==> config.mk <==
export PLATFORM = sky130hd
export DESIGN_NAME = osd_sign_adder
export DESIGN_NICKNAME = d
export VERILOG_FILES = /design/src/rtl/osd_pkg.sv /design/src/rtl/osd_level.sv /design/src/rtl/osd_tree.sv /design/src/rtl/osd_ctrl.sv /design/src/rtl/osd_sign_adder.sv
export SDC_FILE = /design/constraint.sdc
export NUM_CORES = 1
export LEC_CHECK = 0
export ABC_AREA = 0
export CORE_MARGIN = 4
export CORE_UTILIZATION = 55
export CTS_CLUSTER_SIZE = 10
export DETAILED_ROUTE_END_ITERATION = 8
export PLACE_DENSITY = 0.76
export SETUP_SLACK_MARGIN = 0.4
export SYNTH_ARGS = -nofsm -noshare
export SYNTH_HDL_FRONTEND = slang
export SYNTH_SLANG_ARGS = --single-unit
export TNS_END_PERCENT = 1
==> constraint.sdc <==
create_clock -name clk -period 8.64 [get_ports clk]
set_clock_uncertainty 0.05 [all_clocks]
set_input_delay 1.728 -clock clk [delete_from_list [all_inputs] [get_ports clk]]
set_output_delay 1.728 -clock clk [all_outputs]
set_load 0.03 [all_outputs]
==> src/rtl/osd_pkg.sv <==
package osd_pkg;

  // Redundant radix-2 digit: pos=1 -> +1, neg=1 -> -1, both 0 -> 0.
  typedef struct packed {
    logic pos;
    logic neg;
  } sd_t;

  // Sum of two digits, range -2 .. +2.
  typedef logic signed [2:0] sd_sum_t;

  // Transfer digit to the next-higher weight plus the residue kept here.
  typedef struct packed {
    sd_t t;
    sd_t w;
  } split_t;

  localparam sd_t SD_ZERO = 2'b00;
  localparam sd_t SD_PLUS = 2'b10;
  localparam sd_t SD_MINUS = 2'b01;

  function automatic sd_sum_t sd_value(sd_t d);
    sd_sum_t v;
    if (d.pos && !d.neg)      v = 3'sd1;
    else if (d.neg && !d.pos) v = -3'sd1;
    else                      v = 3'sd0;
    return v;
  endfunction

  function automatic sd_t sd_encode(sd_sum_t v);
    sd_t d;
    if (v > 3'sd0)      d = SD_PLUS;
    else if (v < 3'sd0) d = SD_MINUS;
    else                d = SD_ZERO;
    return d;
  endfunction

  // Split a position sum using the next-lower position sum as lookahead,
  // so that residue plus incoming transfer never leaves {-1,0,+1}.
  function automatic split_t sd_split(sd_sum_t cur, sd_sum_t nxt);
    split_t r;
    r.t = SD_ZERO;
    r.w = SD_ZERO;
    case (cur)
      3'sd2:  r.t = SD_PLUS;
      -3'sd2: r.t = SD_MINUS;
      3'sd1: begin
        if (nxt >= 3'sd0) begin
          r.t = SD_PLUS;
          r.w = SD_MINUS;
        end else begin
          r.w = SD_PLUS;
        end
      end
      -3'sd1: begin
        if (nxt <= 3'sd0) begin
          r.t = SD_MINUS;
          r.w = SD_PLUS;
        end else begin
          r.w = SD_MINUS;
        end
      end
      default: begin
        r.t = SD_ZERO;
        r.w = SD_ZERO;
      end
    endcase
    return r;
  endfunction

endpackage

==> src/rtl/osd_level.sv <==
// One serial signed-digit adder: two input streams in, one stream out,
// highest weight first. The output carries one extra leading digit.
module osd_level
  import osd_pkg::*;
(
  input  logic clk,
  input  logic rst_n,
  input  logic clr,
  input  logic en,
  input  sd_t  a,
  input  sd_t  b,
  output sd_t  z
);

  sd_sum_t s_q, s_d;
  sd_t     w_q, w_d;
  sd_t     z_q, z_d;
  sd_sum_t s_now;
  split_t  sp;
  logic    upd;

  assign s_now = sd_value(a) + sd_value(b);
  assign sp    = sd_split(s_q, s_now);
  assign upd   = clr | en;

  always_comb begin
    if (clr) begin
      s_d = '0;
      w_d = SD_ZERO;
      z_d = SD_ZERO;
    end else begin
      s_d = s_now;
      w_d = sp.w;
      z_d = sd_encode(sd_value(w_q) + sd_value(sp.t));
    end
  end

  always_ff @(posedge clk or negedge rst_n) begin
    if (!rst_n) begin
      s_q <= '0;
      w_q <= SD_ZERO;
      z_q <= SD_ZERO;
    end else if (upd) begin
      s_q <= s_d;
      w_q <= w_d;
      z_q <= z_d;
    end
  end

  assign z = z_q;

endmodule

==> src/rtl/osd_tree.sv <==
// Balanced reduction tree of serial adders in heap order: node 0 is the root,
// node i has children 2i+1 and 2i+2, leaves occupy N_OPS-1 .. 2*N_OPS-2.
module osd_tree
  import osd_pkg::*;
#(
  parameter int N_OPS = 4
) (
  input  logic              clk,
  input  logic              rst_n,
  input  logic              clr,
  input  logic              en,
  input  sd_t [N_OPS-1:0]   leaf,
  output sd_t               root
);

  localparam int N_NODES = 2 * N_OPS - 1;

  sd_t node [N_NODES];

  for (genvar g = 0; g < N_OPS; g++) begin : g_leaf
    assign node[N_OPS - 1 + g] = leaf[g];
  end

  for (genvar n = 0; n < N_OPS - 1; n++) begin : g_add
    osd_level add_i (
      .clk   (clk),
      .rst_n (rst_n),
      .clr   (clr),
      .en    (en),
      .a     (node[2 * n + 1]),
      .b     (node[2 * n + 2]),
      .z     (node[n])
    );
  end

  assign root = node[0];

endmodule

==> src/rtl/osd_ctrl.sv <==
// Run control: cycle counter, operand-length mask, digit budget,
// first-nonzero sign detection and the held status triple.
module osd_ctrl
  import osd_pkg::*;
#(
  parameter int N_DIG  = 16,
  parameter int LEVELS = 2,
  localparam int FILL   = 2 * LEVELS,
  localparam int N_RES  = N_DIG + LEVELS,
  localparam int MAXD_W = $clog2(N_RES + 1),
  localparam int CNT_W  = $clog2(FILL + N_RES + 1) + 1
) (
  input  logic              clk,
  input  logic              rst_n,
  input  logic              start,
  input  logic [MAXD_W-1:0] max_digits,
  input  sd_t               root,
  output logic              tree_en,
  output logic              tree_clr,
  output logic              digit_live,
  output logic              busy,
  output logic              done,
  output logic              sign_neg,
  output logic              zero
);

  logic              run_q, run_d;
  logic [CNT_W-1:0]  cnt_q, cnt_d;
  logic [MAXD_W-1:0] lim_q, lim_d;
  logic              done_q, done_d;
  logic              neg_q, neg_d;
  logic              zero_q, zero_d;

  logic [MAXD_W-1:0] lim_start;
  logic [CNT_W-1:0]  last_cnt;
  logic              fill_reached;
  logic              root_nz;
  logic              upd;

  assign lim_start = ((max_digits == '0) || (max_digits > MAXD_W'(N_RES)))
                   ? MAXD_W'(N_RES) : max_digits;
  assign last_cnt     = CNT_W'(FILL) + CNT_W'(lim_q) - CNT_W'(1);
  assign fill_reached = (cnt_q >= CNT_W'(FILL));
  assign root_nz      = root.pos ^ root.neg;
  assign upd          = start | run_q;

  always_comb begin
    run_d  = run_q;
    cnt_d  = cnt_q;
    lim_d  = lim_q;
    done_d = done_q;
    neg_d  = neg_q;
    zero_d = zero_q;
    if (start) begin
      run_d  = 1'b1;
      cnt_d  = '0;
      lim_d  = lim_start;
      done_d = 1'b0;
      neg_d  = 1'b0;
      zero_d = 1'b0;
    end else if (run_q) begin
      cnt_d = cnt_q + CNT_W'(1);
      if (fill_reached && root_nz) begin
        run_d  = 1'b0;
        done_d = 1'b1;
        neg_d  = root.neg;
      end else if (cnt_q == last_cnt) begin
        run_d  = 1'b0;
        done_d = 1'b1;
        zero_d = 1'b1;
      end
    end
  end

  always_ff @(posedge clk or negedge rst_n) begin
    if (!rst_n) begin
      run_q  <= 1'b0;
      cnt_q  <= '0;
      lim_q  <= '0;
      done_q <= 1'b0;
      neg_q  <= 1'b0;
      zero_q <= 1'b0;
    end else if (upd) begin
      run_q  <= run_d;
      cnt_q  <= cnt_d;
      lim_q  <= lim_d;
      done_q <= done_d;
      neg_q  <= neg_d;
      zero_q <= zero_d;
    end
  end

  assign tree_en    = run_q;
  assign tree_clr   = start;
  assign digit_live = run_q && (cnt_q < CNT_W'(N_DIG));
  assign busy       = run_q;
  assign done       = done_q;
  assign sign_neg   = neg_q;
  assign zero       = zero_q;

endmodule

==> src/rtl/osd_sign_adder.sv <==
module osd_sign_adder
  import osd_pkg::*;
#(
  parameter int N_OPS = 4,
  parameter int N_DIG = 16,
  localparam int LEVELS = $clog2(N_OPS),
  localparam int N_RES  = N_DIG + LEVELS,
  localparam int MAXD_W = $clog2(N_RES + 1)
) (
  input  logic              clk,
  input  logic              rst_n,
  input  logic              start,
  input  logic [MAXD_W-1:0] max_digits,
  input  logic [N_OPS-1:0]  op_pos,
  input  logic [N_OPS-1:0]  op_neg,
  output logic              busy,
  output logic              done,
  output logic              sign_neg,
  output logic              zero
);

  sd_t [N_OPS-1:0] leaf;
  sd_t             root_sd;
  logic            tree_en;
  logic            tree_clr;
  logic            digit_live;

  // Digits past the operand length, or outside a run, enter as zero.
  for (genvar g = 0; g < N_OPS; g++) begin : g_lane
    assign leaf[g] = digit_live ? sd_t'({op_pos[g], op_neg[g]}) : SD_ZERO;
  end

  osd_tree #(.N_OPS(N_OPS)) tree_i (
    .clk   (clk),
    .rst_n (rst_n),
    .clr   (tree_clr),
    .en    (tree_en),
    .leaf  (leaf),
    .root  (root_sd)
  );

  osd_ctrl #(.N_DIG(N_DIG), .LEVELS(LEVELS)) ctrl_i (
    .clk        (clk),
    .rst_n      (rst_n),
    .start      (start),
    .max_digits (max_digits),
    .root       (root_sd),
    .tree_en    (tree_en),
    .tree_clr   (tree_clr),
    .digit_live (digit_live),
    .busy       (busy),
    .done       (done),
    .sign_neg   (sign_neg),
    .zero       (zero)
  );

endmodule

==> results of run 1 <==
[cell families (layout without fill, tap and decap cells)]
logic type	count (synthesis)	count (layout)	synth area share
simple gates	91	91	0.173
buf+inv	53	74	0.0814
compound gates	46	46	0.120
flops	36	36	0.369
fa+ha+maj	30	30	0.181
xor+xnor	11	11	0.0394
mux	9	9	0.0369
[metrics by stage]
stage | area (sq um) | std cells | setup WS (ns)
final | 2800 | 347 | 3.86
after floorplan | 2440 | 276 | 4.11
after CTS | 2800 | 347 | 3.85
after detailed placement | 2690 | 339 | 3.53
after global routing | 2800 | 347 | 3.55
after global placement | 2690 | 339 | 3.59
[area by class of cell]
class,instances,share of cell area
multi-input combinational,187,0.481
inverter,44,0.0591
sequential,36,0.322
clock inverter,3,0.0152
clock buffer,5,0.0246
tap,50,0.0224
timing repair buffer,22,0.0761
[power by group through the flow]
stage               registers [W]  clock network, W  logic (W)
floorplan                0.000215                 0   0.000145
global placement         0.000219                 0   0.000182
detailed placement       0.000219                 0   0.000187
CTS                      0.000216          0.000152   0.000189
global route             0.000221          0.000157   0.000218
finish                   0.000217          0.000147   0.000185
[sequential cells by signal, summed over array words and instances, names as in the netlist]
name                    flops
ctrl_i.busy                 1
ctrl_i.cnt_q                6
ctrl_i.done                 1
ctrl_i.lim_q                5
ctrl_i.sign_neg             1
ctrl_i.zero                 1
tree_i.g_add.add_i.s_q      9
tree_i.g_add.add_i.w_q      6
tree_i.g_add.add_i.z        6
[synthesized netlist by cell type (2+ instances only)]
master and number:
nand2b_1 5, o211ai_1 5, nor3_1 2, nor2b_1 10, or2_2 2, o22ai_1 4
a21oi_1 17, nand2_1 25, nor4_1 3, inv_1 44, and2_1 4, nor2_1 32
nand4_1 3, xnor2_1 6, xor2_1 5, buf_1 5, mux2i_1 9, dfrtp_1 36
ha_1 21, o21ai_0 7, a21boi_0 2, clkbuf_1 4, nand3_1 3, o21bai_1 2
fa_1 9
[path summary, 6_finish.rpt]
kind / startpoint / end / depth (start not counted)
setup / recovery: op_neg[2] / tree_i.g_add[2].add_i.z[1] / 18
hold / removal: tree_i.g_add[1].add_i.w_q[1] / tree_i.g_add[1].add_i.w_q[1] / 2
setup reg to reg: ctrl_i.busy / tree_i.g_add[2].add_i.z[1] / 20
hold reg to reg: tree_i.g_add[1].add_i.w_q[1] / tree_i.g_add[1].add_i.w_q[1] / 2
max in group asynchronous: rst_n / ctrl_i.cnt_q[1] / 2
min in group asynchronous: rst_n / tree_i.g_add[0].add_i.s_q[2] / 2
[critical path: stages]
cell             delay (ns)
clkdlybuf4s50_1        0.38
and2_1                 0.13
ha_1                   0.28
inv_1                  0.06
ha_1                   0.13
inv_1                  0.04
fa_1                   0.42
nor2b_1                0.19
nor2b_1                0.16
o21bai_1               0.07
ha_1                   0.27
inv_1                  0.05
ha_1                   0.17
inv_1                  0.06
fa_1                   0.47
inv_1                  0.04
o211ai_1               0.15
a21oi_1                0.08
[per-layer routing]
layer,track usage,part of all wire
met1,0.229,0.49
met4,0.0889,0.014
met5,0,0
met2,0.279,0.46
met3,0.0360,0.042
==> flow_metrics.py, run 1 <==
metrics = {
    "clock_network": {
        "post_cts_resized": 0,
        "clock_sinks": 36,
        "root_buffer": "clkbuf_8",
        "post_cts_buffers": 0,
        "clk_latency_ns": 0.29,
        "path_clk_slew_ns": 0.08,
        "tritoncts": "done",
        "cts-htree-levels": 2,
        "cts_buffers": 5,
        "ctsHoldBuffers": 0,
        "clk_path_buf_depth": 2,
    },
    "sta": {
        "rsz0062_at_grt": "false",
        "max_freq_ghz": 0.209,
        "min_period_over_period": 0.553,
        "setup_viol_count_final": 0,
        "slew_headroom": 0.486,
        "hold_viol_final": 0,
        "tns_ns": 0,
        "worst_hold_slack_ns": 0.434,
        "post-route-min-period_ns": 4.78,
        "slew_viol_final": 0,
        "worst_pin_slew_ns": 0.760,
    },
    "final_layout": {
        "final_nets": 342,
        "fillers": 351,
        "drive_gt1_frac": 0.0505,
        "multi_input_area_sq_um": 1340,
        "syn_to_final_growth_pct": 14.4,
        "finish.utilization": 0.675,
        "antenna-diode-count": 0,
        "layout_common_cells": "inv_1 (44), dfrtp_1 (36), nor2_1 (32)",
        "layout_commonest_cell": "inv_1",
        "ff_latch_area_sq_um": 901,
    },
    "grt": {
        "grt_start_max_net_pins": 41,
        "grt_pass1_wl_mm": 7.49,
        "grt_overflow": 0,
        "grt_pass1_vias": 1724,
        "track_usage": 0.176,
        "antenna_found_initial": 0,
    },
    "drt": {
        "num_vias": 1841,
        "drtIter0Drc": 80,
        "antenna_left": 0,
        "wl_per_cell_um": 12.0,
        "drt_wl_total_mm": 4.17,
        "dr.pass1.iters": 4,
        "vias_per_cell": 5.31,
        "drc": 0,
    },
    "power_and_ir_drop": {
        "intPower_w": 0.000366,
        "finalPower_w": 0.000549,
        "switching_power_w": 0.000183,
        "pwr-share-seq": 0.395,
        "clock_power_share": 0.268,
        "switching_share": 0.334,
        "leakagePower_nw": 1.38,
        "peakVddDrop_mv": 0.116,
        "pwr_density_cell_nw_per_um2": 196,
        "pwr-share-comb": 0.337,
    },
    "yosys": {
        "synthArstFlopShare": 1.00,
        "syn-num-nets": 322,
        "yosysWarnings": 0,
        "synth_ff_type": "dfrtp_1",
        "synth.area.top_cells": "dfrtp_1 (37%), ha_1 (11%), fa_1 (7.4%)",
        "syn_inst": 276,
        "syn-cell-area_sq_um": 2440,
        "ys_ff_latch": 36,
        "synth-edff-count": 0,
        "synth.avg_cell_area_sq_um": 8.85,
        "synth_area_leader_cell": "dfrtp_1",
        "ys_seq_area_frac": 0.369,
        "yosys.area.top_type_share": 0.369,
        "yosysUniqueCellTypes": 36,
    },
    "worst_setup_path": {
        "worstSetupStartpointType": "primary input",
        "rrSetupSlack_ns": 4.00,
        "critPathArrivalTime_ns": 4.90,
        "cp.required_ns": 8.75,
        "crit_path_max_fanout": 4,
        "critPathCaptureType": "register",
        "path_class": "primary input to register",
    },
    "floorplan": {
        "io_pins": 20,
        "die_area_sq_um": 5570,
        "start_util": 0.590,
        "fp.dieH_um": 74.7,
        "rows": 23,
        "die_w_um": 74.7,
        "core-area_sq_um": 4140,
    },
    "placement": {
        "gp_congestion": 0.778,
        "dp_hpwl_mm": 3.02,
        "portBuffers": 19,
    },
    "min_path": {
        "min_path_type": "register to register",
    },
    "flow_run": {
        "drv_cap": 0,
    },
    "outcome": {
        "status": "finished, final reports clean",
    },
}
No activity file was read; power rests on OpenSTA's default activity.
==> inputs of run 2 (changes only) <==
clock period = 4.6 ns   (was 8.64 ns; I/O delays follow)
==> flow_metrics.py, run 2 (synthesis gave the netlist of run 1 again) <==
metrics = {
    "outcome": {
        "status": "finished, final reports clean",
    },
    "sta": {
        "rsz0062_at_grt": "false",
        "setup_viol_count_final": 0,
        "worst_pin_slew_ns": 0.977,
        "worst_hold_slack_ns": 0.430,
        "slew_viol_final": 0,
        "tns_ns": 0,
        "post-route-min-period_ns": 3.96,
        "hold_viol_final": 0,
        "max_freq_ghz": 0.253,
        "min_period_over_period": 0.860,
        "slew_headroom": 0.347,
    },
    "floorplan": {
        "start_util": 0.590,
        "rows": 23,
        "die_w_um": 74.7,
        "die_area_sq_um": 5570,
        "core-area_sq_um": 4140,
        "io_pins": 20,
        "fp.dieH_um": 74.7,
    },
    "grt": {
        "track_usage": 0.188,
        "grt_overflow": 0,
        "grt_pass1_vias": 1813,
        "grt_start_max_net_pins": 37,
        "grt_pass1_wl_mm": 8.11,
        "antenna_found_initial": 0,
    },
    "min_path": {
        "min_path_type": "register to register",
    },
    "power_and_ir_drop": {
        "peakVddDrop_mv": 0.205,
        "pwr_density_cell_nw_per_um2": 357,
        "leakagePower_nw": 1.38,
    },
    "clock_network": {
        "path_clk_slew_ns": 0.07,
        "cts-htree-levels": 2,
        "clk_latency_ns": 0.29,
        "ctsHoldBuffers": 0,
        "root_buffer": "clkbuf_8",
        "clock_sinks": 36,
        "clk_path_buf_depth": 2,
        "post_cts_buffers": 0,
        "tritoncts": "done",
        "cts_buffers": 5,
    },
    "final_layout": {
        "top_register": "tree_i.g_add.add_i.s_q",
        "finish.utilization": 0.674,
        "final_nets": 344,
        "drive_gt1_frac": 0.0535,
        "layout_commonest_cell": "inv_1",
        "fillers": 361,
        "layout_common_cells": "inv_1 (44), dfrtp_1 (36), nor2_1 (32)",
        "syn_to_final_growth_pct": 14.3,
        "antenna-diode-count": 0,
        "largest_reg_flops": 9,
    },
    "placement": {
        "dp_hpwl_mm": 3.25,
        "gp_congestion": 0.766,
        "portBuffers": 19,
    },
    "drt": {
        "drtIter0Drc": 79,
        "dr.pass1.iters": 4,
        "drc": 0,
        "drt_wl_total_mm": 4.45,
        "vias_per_cell": 5.31,
        "wl_per_cell_um": 12.7,
        "antenna_left": 0,
        "num_vias": 1852,
    },
    "worst_setup_path": {
        "crit_buf_inv": 6,
        "cp_slowest_cell": "fa_1",
        "path_class": "primary input to register",
        "crit_chain": "clkdlybuf4s50_1 > and2_1 > ha_1 > inv_1 > ha_1 > inv_1 > fa_1 > nor2b_1 > nor2b_1 > o21bai_1 > ha_1 > inv_1 > ha_1 > inv_1 > fa_1 > inv_1 > o211ai_1 > a21oi_1",
        "crit_path_max_fanout": 4,
        "crit_family": "adder cells",
        "slowest_delay_ns": 0.47,
        "worstSetupStartpointType": "primary input",
        "cp.required_ns": 4.73,
        "critPathArrivalTime_ns": 4.08,
        "crit_top_cell": "inv_1",
        "critPathCaptureType": "register",
    },
    "flow_run": {
        "drv_cap": 0,
    },
}
==> run 2: changes by cell type in the layout (fill, tap and decap cells not counted), sizes merged <==
cell,previous run,this run
clkbuf,5,8
clkinvlp,1,0
buf,3,5
clkinv,1,0
bufinv,1,0
==> run 2: per-layer routing <==
metal / routed length (um) / GRT usage
met2: 2130 / 0.303
met4: 68 / 0.0692
met1: 2070 / 0.254
met3: 171 / 0.0360
met5: 0 / 0
==> run 2: area by class of cell <==
class                      instances  area [sq um]  share of cell area
multi-input combinational        187          1350               0.482
sequential                        36           901               0.323
timing repair buffer              24           228              0.0815
inverter                          44           165              0.0591
clock buffer                       8          90.1              0.0323
tap                               50          62.6              0.0224
==> run 2: worst register-to-register path: stages, from the launching register on <==
cell,delay [ns]
dfrtp_1,0.45
nor3_1,0.24
buf_4,0.19
and2_1,0.13
ha_1,0.22
inv_1,0.06
ha_1,0.13
inv_1,0.05
fa_1,0.41
nor2b_1,0.18
nor2b_1,0.15
o21bai_1,0.07
ha_1,0.26
inv_1,0.06
ha_1,0.17
inv_1,0.06
fa_1,0.47
inv_1,0.04
o211ai_1,0.15
a21oi_1,0.08
==> run 2: power breakdown <==
group          internal, W  total (W)  switching (W)
combinational     0.000170   0.000359       0.000189
sequential        0.000362   0.000408      0.0000468
clock             0.000122   0.000230       0.000108
total             0.000653   0.000998       0.000344
==> run 2: worst paths after layout <==
path / startpoint / cells past startpoint / endpoint / slack [ns]
worst max-delay path: op_neg[0] / 18 / tree_i.g_add[1].add_i.z[1] / 0.64
worst min-delay path: tree_i.g_add[1].add_i.w_q[1] / 2 / tree_i.g_add[1].add_i.w_q[1] / 0.43
worst max register to register: ctrl_i.cnt_q[4] / 19 / tree_i.g_add[1].add_i.z[1] / 0.84
worst min register to register: tree_i.g_add[1].add_i.w_q[1] / 2 / tree_i.g_add[1].add_i.w_q[1] / 0.43
max in group asynchronous: rst_n / 2 / ctrl_i.cnt_q[1] / 3.16
min in group asynchronous: rst_n / 2 / tree_i.g_add[0].add_i.s_q[1] / 1.01
==> run 2: through the flow <==
| step | total power, W | std cells | worst slack (ns) | cell area (sq um) |
|---|---|---|---|---|
| after floorplan | 0.000676 | 276 | 0.741 | 2440 |
| after global placement | 0.000758 | 341 | 0.360 | 2700 |
| after detailed placement | 0.000774 | 341 | 0.293 | 2700 |
| after CTS | 0.00101 | 349 | 0.595 | 2790 |
| after global routing | 0.00110 | 349 | 0.402 | 2790 |
| final | 0.000998 | 349 | 0.644 | 2790 |
==> run 2: what timing repair did <==
item	in CTS	in global routing
endpoints found under the hold margin	0	0
resized for setup	0	1
endpoints found under the setup margin	0	1
